--- src/rtl/sbt_pkg.sv ---
package sbt_pkg;

  typedef enum logic [2:0] {
    OP_NONE = 3'd0,
    OP_ACT  = 3'd1,
    OP_RD   = 3'd2,
    OP_WR   = 3'd3,
    OP_PRE  = 3'd4,
    OP_RDA  = 3'd5,
    OP_WRA  = 3'd6,
    OP_RSV  = 3'd7
  } sbt_op_e;

  typedef enum logic [1:0] {
    BK_CLOSED = 2'd0,
    BK_OPEN   = 2'd1,
    BK_APEND  = 2'd2,
    BK_PCHG   = 2'd3
  } sbt_bank_st_e;

  function automatic logic is_access(input sbt_op_e op);
    return (op == OP_RD) || (op == OP_WR) || (op == OP_RDA) || (op == OP_WRA);
  endfunction

endpackage

--- src/rtl/sbt_bank.sv ---
module sbt_bank
  import sbt_pkg::*;
#(
  parameter int ROW_W     = 13,
  parameter int TW        = 4,
  parameter int BURST_LEN = 4
) (
  input  logic             clk,
  input  logic             rst,
  input  logic [TW-1:0]    cfg_trcd,
  input  logic [TW-1:0]    cfg_tras,
  input  logic [TW-1:0]    cfg_trp,
  input  logic             sel,
  input  logic [2:0]       op,
  input  logic [ROW_W-1:0] row,
  output logic             legal,
  output logic             is_open,
  output logic [ROW_W-1:0] row_q
);

  localparam int BCW = (BURST_LEN > 1) ? $clog2(BURST_LEN) : 1;

  sbt_bank_st_e   st;
  sbt_op_e        opc;
  logic [TW-1:0]  rcd_left;
  logic [TW-1:0]  ras_left;
  logic [TW-1:0]  rp_left;
  logic [BCW-1:0] bst_left;
  logic           act_ready;
  logic           go;

  // Counter value loaded at the command edge: a limit of N makes the
  // dependent command legal N cycles later (at least one).
  function automatic logic [TW-1:0] first_left(input logic [TW-1:0] lim);
    return (lim == '0) ? '0 : lim - 1'b1;
  endfunction

  assign opc       = sbt_op_e'(op);
  assign act_ready = (st == BK_CLOSED) || ((st == BK_PCHG) && (rp_left == '0));

  always_comb begin
    legal = 1'b1;
    if (opc == OP_ACT) begin
      legal = act_ready;
    end else if (is_access(opc)) begin
      legal = (st == BK_OPEN) && (rcd_left == '0);
    end else if (opc == OP_PRE) begin
      legal = (st == BK_OPEN) && (ras_left == '0);
    end
  end

  assign go      = sel && legal;
  assign is_open = (st == BK_OPEN);

  always_ff @(posedge clk) begin
    if (rst) begin
      st       <= BK_CLOSED;
      rcd_left <= '0;
      ras_left <= '0;
      rp_left  <= '0;
      bst_left <= '0;
      row_q    <= '0;
    end else begin
      if (rcd_left != '0) rcd_left <= rcd_left - 1'b1;
      if (ras_left != '0) ras_left <= ras_left - 1'b1;
      if (rp_left  != '0) rp_left  <= rp_left  - 1'b1;
      if (bst_left != '0) bst_left <= bst_left - 1'b1;
      unique case (st)
        BK_CLOSED: begin
          if (go && opc == OP_ACT) begin
            st       <= BK_OPEN;
            row_q    <= row;
            rcd_left <= first_left(cfg_trcd);
            ras_left <= first_left(cfg_tras);
          end
        end
        BK_OPEN: begin
          if (go && opc == OP_PRE) begin
            st      <= BK_PCHG;
            rp_left <= first_left(cfg_trp);
          end else if (go && (opc == OP_RDA || opc == OP_WRA)) begin
            st       <= BK_APEND;
            bst_left <= BCW'(BURST_LEN - 1);
          end
        end
        BK_APEND: begin
          if (bst_left == '0 && ras_left == '0) begin
            st      <= BK_PCHG;
            rp_left <= first_left(cfg_trp);
          end
        end
        BK_PCHG: begin
          if (go && opc == OP_ACT) begin
            st       <= BK_OPEN;
            row_q    <= row;
            rcd_left <= first_left(cfg_trcd);
            ras_left <= first_left(cfg_tras);
          end else if (rp_left == '0) begin
            st <= BK_CLOSED;
          end
        end
        default: st <= BK_CLOSED;
      endcase
    end
  end

endmodule

--- src/rtl/sbt_decode.sv ---
module sbt_decode
  import sbt_pkg::*;
#(
  parameter int NB = 4,
  localparam int BA_W = (NB > 1) ? $clog2(NB) : 1
) (
  input  logic            cmd_valid,
  input  logic [2:0]      cmd_op,
  input  logic [BA_W-1:0] cmd_bank,
  input  logic [NB-1:0]   bank_legal,
  output logic [NB-1:0]   bank_sel,
  output logic            cmd_go,
  output logic            cmd_ok
);

  sbt_op_e opc;
  assign opc    = sbt_op_e'(cmd_op);
  assign cmd_go = cmd_valid && (opc != OP_NONE) && (opc != OP_RSV);
  assign cmd_ok = bank_legal[cmd_bank];

  for (genvar b = 0; b < NB; b++) begin : g_sel
    assign bank_sel[b] = cmd_go && (cmd_bank == BA_W'(b));
  end

endmodule

--- src/rtl/sbt_resp.sv ---
module sbt_resp #(
  parameter int BA_W = 2
) (
  input  logic            clk,
  input  logic            rst,
  input  logic            cmd_go,
  input  logic            cmd_ok,
  input  logic [BA_W-1:0] cmd_bank,
  output logic            rsp_valid,
  output logic            rsp_legal,
  output logic            rsp_err,
  output logic [BA_W-1:0] rsp_bank
);

  always_ff @(posedge clk) begin
    if (rst) begin
      rsp_valid <= 1'b0;
      rsp_legal <= 1'b0;
      rsp_err   <= 1'b0;
      rsp_bank  <= '0;
    end else begin
      rsp_valid <= cmd_go;
      rsp_legal <= cmd_go && cmd_ok;
      rsp_err   <= cmd_go && !cmd_ok;
      rsp_bank  <= cmd_go ? cmd_bank : '0;
    end
  end

endmodule

--- src/rtl/sdram_bank_tracker.sv ---
module sdram_bank_tracker #(
  parameter int NB        = 4,
  parameter int ROW_W     = 13,
  parameter int TW        = 4,
  parameter int BURST_LEN = 4,
  localparam int BA_W = (NB > 1) ? $clog2(NB) : 1
) (
  input  logic                clk,
  input  logic                rst,
  input  logic [TW-1:0]       cfg_trcd,
  input  logic [TW-1:0]       cfg_tras,
  input  logic [TW-1:0]       cfg_trp,
  input  logic                cmd_valid,
  input  logic [2:0]          cmd_op,
  input  logic [BA_W-1:0]     cmd_bank,
  input  logic [ROW_W-1:0]    cmd_row,
  output logic                rsp_valid,
  output logic                rsp_legal,
  output logic                rsp_err,
  output logic [BA_W-1:0]     rsp_bank,
  output logic [NB-1:0]       bank_open,
  output logic [NB*ROW_W-1:0] open_row
);

  logic [NB-1:0] bank_sel;
  logic [NB-1:0] bank_legal;
  logic          cmd_go;
  logic          cmd_ok;

  sbt_decode #(.NB(NB)) u_dec (
    .cmd_valid  (cmd_valid),
    .cmd_op     (cmd_op),
    .cmd_bank   (cmd_bank),
    .bank_legal (bank_legal),
    .bank_sel   (bank_sel),
    .cmd_go     (cmd_go),
    .cmd_ok     (cmd_ok)
  );

  for (genvar b = 0; b < NB; b++) begin : g_bank
    sbt_bank #(.ROW_W(ROW_W), .TW(TW), .BURST_LEN(BURST_LEN)) u_bank (
      .clk      (clk),
      .rst      (rst),
      .cfg_trcd (cfg_trcd),
      .cfg_tras (cfg_tras),
      .cfg_trp  (cfg_trp),
      .sel      (bank_sel[b]),
      .op       (cmd_op),
      .row      (cmd_row),
      .legal    (bank_legal[b]),
      .is_open  (bank_open[b]),
      .row_q    (open_row[b*ROW_W +: ROW_W])
    );
  end

  sbt_resp #(.BA_W(BA_W)) u_resp (
    .clk       (clk),
    .rst       (rst),
    .cmd_go    (cmd_go),
    .cmd_ok    (cmd_ok),
    .cmd_bank  (cmd_bank),
    .rsp_valid (rsp_valid),
    .rsp_legal (rsp_legal),
    .rsp_err   (rsp_err),
    .rsp_bank  (rsp_bank)
  );

endmodule

--- config.mk ---
export PLATFORM = sky130hd
export DESIGN_NAME = sdram_bank_tracker
export DESIGN_NICKNAME = d
export VERILOG_FILES = /design/src/rtl/sbt_pkg.sv /design/src/rtl/sbt_bank.sv /design/src/rtl/sbt_decode.sv /design/src/rtl/sbt_resp.sv /design/src/rtl/sdram_bank_tracker.sv
export SDC_FILE = /design/constraint.sdc
export NUM_CORES = 1
export LEC_CHECK = 0
export ABC_AREA = 1
export BUFFER_PORTS_ARGS = -buffer_cell sky130_fd_sc_hd__buf_4
export CAP_MARGIN = 5
export CORE_MARGIN = 2
export CORE_UTILIZATION = 35
export CTS_CLUSTER_DIAMETER = 30
export DETAILED_ROUTE_END_ITERATION = 16
export RECOVER_POWER = 100
export SLEW_MARGIN = 20
export SYNTH_ARGS = -nofsm -noshare
export SYNTH_HDL_FRONTEND = slang
export SYNTH_SLANG_ARGS = --single-unit
--- constraint.sdc ---
create_clock -name clk -period 4.5 [get_ports clk]
set_clock_uncertainty 0.2 [all_clocks]
set_input_delay 0.675 -clock clk [delete_from_list [all_inputs] [get_ports clk]]
set_output_delay 0.675 -clock clk [all_outputs]
set_load 0.05 [all_outputs]
==> impl_metrics.py <==
metrics = {
    "routing": {
        "drc_errors": 0,
        "dr.pass1.iters": 5,
        "drt-total-wl_microns": 18360,
        "route.detailed.vias_per_inst": 4.907,
        "vias": 6227,
        "postRouteAntennaNets": 0,
        "drt_iter0_drc": 375,
        "wl_per_cell_microns": 14.47,
    },
    "timing": {
        "finalMaxSlewViolations": 63,
        "hold_viol": 0,
        "rsz0062_at_grt": "no",
        "setup-violations-final": 0,
        "setup_slack_ns": 1.161,
        "fin_crit_sh": 0.7420,
        "slew_headroom": -0.2595,
        "tns_ns": 0,
        "max_freq_ghz": 0.2995,
        "tightest_slew_ns": 1.887,
        "fin_crit_ns": 3.339,
    },
    "die": {
        "die_w_microns": 141.0,
        "core-area_sq_um": 18580,
        "core.rowCount": 50,
        "dieArea_sq_um": 19880,
        "start_util": 0.3536,
        "ios": 94,
        "dieHeight_microns": 141.0,
    },
    "outcome": {
        "violations": "max-capacitance violations, max-slew violations",
        "status": "finished with violations",
    },
    "worst_setup_path": {
        "critical_path_arrival_ns": 3.41,
        "cp-end-kind": "flip-flop",
        "cp_top_family": "simple AND/OR/NAND/NOR gates",
        "slowest_delay_ns": 0.51,
        "critPathLaunchType": "flip-flop",
        "crit_type": "flip-flop to flip-flop",
        "r2r_slack_ns": 1.16,
        "crit_slowest_cell": "inv_1",
        "worstPathCellList": "inv_1, ha_1, nand3_1, o21ai_0, nand3_1, nor2_1, nand2_2, nor2_4, inv_1, o21ai_0, a21oi_1",
        "required_ns": 4.57,
        "worst-path-max-fanout": 22,
        "worst-path-buf-inv": 2,
    },
    "clock_tree": {
        "cts_tree": "built",
        "path_clk_slew_ns": 0.06,
        "ctsResizeCount": 0,
        "cts_setup_buffers": 0,
        "clock-sinks": 121,
        "cts_buffer_depth": 2,
        "cts_made_buffers": 17,
        "clk_latency_ns": 0.42,
        "cts_max_level": 4,
        "cts_root_buf": "clkbuf_16",
        "cts-hold-fix-buffers": 0,
    },
    "synthesis": {
        "synth_most_common_cell": "nand2_1",
        "synth_xor_area_frac": 0.02266,
        "synth_fa_ha_area_frac": 0.08379,
        "synth_compound_area_frac": 0.1691,
        "synthArstFlopShare": 0,
        "synth_nets": 1020,
        "synth_cell_type_count": 33,
        "synth_top_area_share": 0.3687,
        "ys.flop_type": "dfxtp_1",
        "yosys-top-cells-count": "nand2_1 (165), nor2_1 (155), dfxtp_1 (121), inv_1 (94), a21oi_1 (78)",
        "synthesis.area_sq_um": 6570,
        "ys_seq_area_frac": 0.3687,
        "netlist_instances": 943,
        "synthSimpleGateAreaFrac": 0.2594,
        "synth_top_area_cell": "dfxtp_1",
        "synth-seq-cells": 121,
        "synth.avg_cell_area_sq_um": 6.967,
        "synth_edf_count": 0,
        "synth_top_family_by_area": "simple AND/OR/NAND/NOR gates",
        "ys_warn_count": 0,
        "synth.area.top_cells": "dfxtp_1 (37%), nand2_1 (9.4%), nor2_1 (8.9%)",
        "muxShareOfSynthArea": 0.01066,
    },
    "placed_design": {
        "dp_hpwl_microns": 13070,
        "place.gp.congestion": 0.8269,
        "place.port_buffers": 93,
        "place_ws_ns": 1.439,
    },
    "layout": {
        "fill_cells": 2030,
        "area_growth_pct": 17.75,
        "fin_nets": 1099,
        "register_area_sq_um": 2422,
        "drive_gt1_frac": 0.07633,
        "multiInputGateArea_sq_um": 3562,
        "diodes": 0,
    },
    "pwr": {
        "clkPwrFrac": 0.294,
        "p_int_mw": 2.883,
        "peakVddDrop_v": 0.0003258,
        "comb_power_share": 0.408,
        "p_leak_nw": 3.464,
        "p_sw_frac": 0.3951,
        "power.share.sequential": 0.298,
        "power_density_nw_per_um2": 616.1,
        "p_sw_mw": 1.883,
    },
    "global_routing": {
        "grt_pass1_wl_microns": 29760,
        "grt_max_degree": 63,
        "grt_use_total": 0.1891,
        "antenna_found_initial": 0,
        "grt_remaining_overflow": 0,
        "grt_pass1_vias": 5815,
    },
    "run": {
        "cap_viol_max_count": 1,
    },
    "min_path": {
        "holdCritPathClass": "flip-flop to flip-flop",
    },
}
[power groups by stage]
stage          logic, mW  clock network, mW  registers [mW]
5_1_grt             2.24               1.48            1.45
2_1_floorplan       1.53                  0            1.44
6_report            1.95               1.40            1.42
3_5_place_dp        1.95                  0            1.44
3_3_place_gp        1.93                  0            1.44
4_1_cts             1.97               1.42            1.42
[state kept, by name, summed over array words and instances (netlist names)]
signal,cells
g_bank.u_bank.bst_left,8
g_bank.u_bank.ras_left,16
g_bank.u_bank.rcd_left,16
g_bank.u_bank.row_q,52
g_bank.u_bank.rp_left,16
g_bank.u_bank.st,8
u_resp.rsp_bank,2
u_resp.rsp_err,1
u_resp.rsp_legal,1
u_resp.rsp_valid,1
[worst paths after layout]
check | startpoint | to | cells after the start
hold / removal | g_bank[3].u_bank.row_q[12]$_SDFFE_PP0P_ | g_bank[3].u_bank.row_q[12]$_SDFFE_PP0P_ | 2
setup / recovery | g_bank[2].u_bank.ras_left[0]$_SDFF_PP0_ | g_bank[2].u_bank.rcd_left[0]$_SDFF_PP0_ | 11
setup reg to reg | g_bank[2].u_bank.ras_left[0]$_SDFF_PP0_ | g_bank[2].u_bank.rcd_left[0]$_SDFF_PP0_ | 11
hold reg to reg | g_bank[3].u_bank.row_q[12]$_SDFFE_PP0P_ | g_bank[3].u_bank.row_q[12]$_SDFFE_PP0P_ | 2
[stage by stage]
step	power, mW	cell area [sq um]	hold slack (ns)	util	cells
after floorplan	2.972	6570	0.2498	-	943
after global placement	3.367	7388	0.2527	0.3976	1237
after detailed placement	3.391	7388	0.2572	0.3976	1237
after CTS	4.817	7988	0.2666	0.4299	1269
after global routing	5.168	7736	0.2842	0.4164	1269
final	4.766	7736	0.2650	0.4164	1269
[kinds of logic after synthesis]
group | after synthesis
simple gates | 407
compound gates | 212
buf+inv | 135
flops | 121
fa+ha+maj | 44
xor+xnor | 17
mux | 7
[routing by layer]
layer	global-route usage	wire [microns]	vias up
met1	0.2434	8596	2808
met4	0.05474	246	0
met2	0.2953	8083	180
li1	-	-	3221
met3	0.07303	1433	18
met5	0	0	-
[cells in the final DEF (no fill, tap or decap), types with 3 or more instances in the layout]
cell and instances:
a21o_1 7, a21oi_1 78, buf_4 34, bufinv_16 3, clkbuf_1 62, clkbuf_16 17, clkinv_2 3, clkinvlp_4 4
dfxtp_1 121, ha_1 44, inv_1 98, inv_6 3, mux2i_1 7, nand2_1 166, nand3_1 42, nand4_1 11
nor2_1 159, nor3_1 16, o211ai_1 6, o21ai_0 70, o21ai_1 45, or2_2 3, xor2_1 15
[tightest hold or removal path, delay by kind of cell, from the launching register on]
family             cells  cell delay (ns)
AOI/OAI and AO/OA      1             0.05
and+or+nand+nor        1             0.06
DFF                    1             0.31
[layout make-up]
cell class,count,share of cell area
timing repair buffer,95,0.06259
clock buffer,18,0.05547
clock inverter,14,0.02200
multi-input combinational,687,0.4605
tap,234,0.03785
inverter,100,0.04852
sequential,121,0.3131
Power figures use the tool's default switching activity.
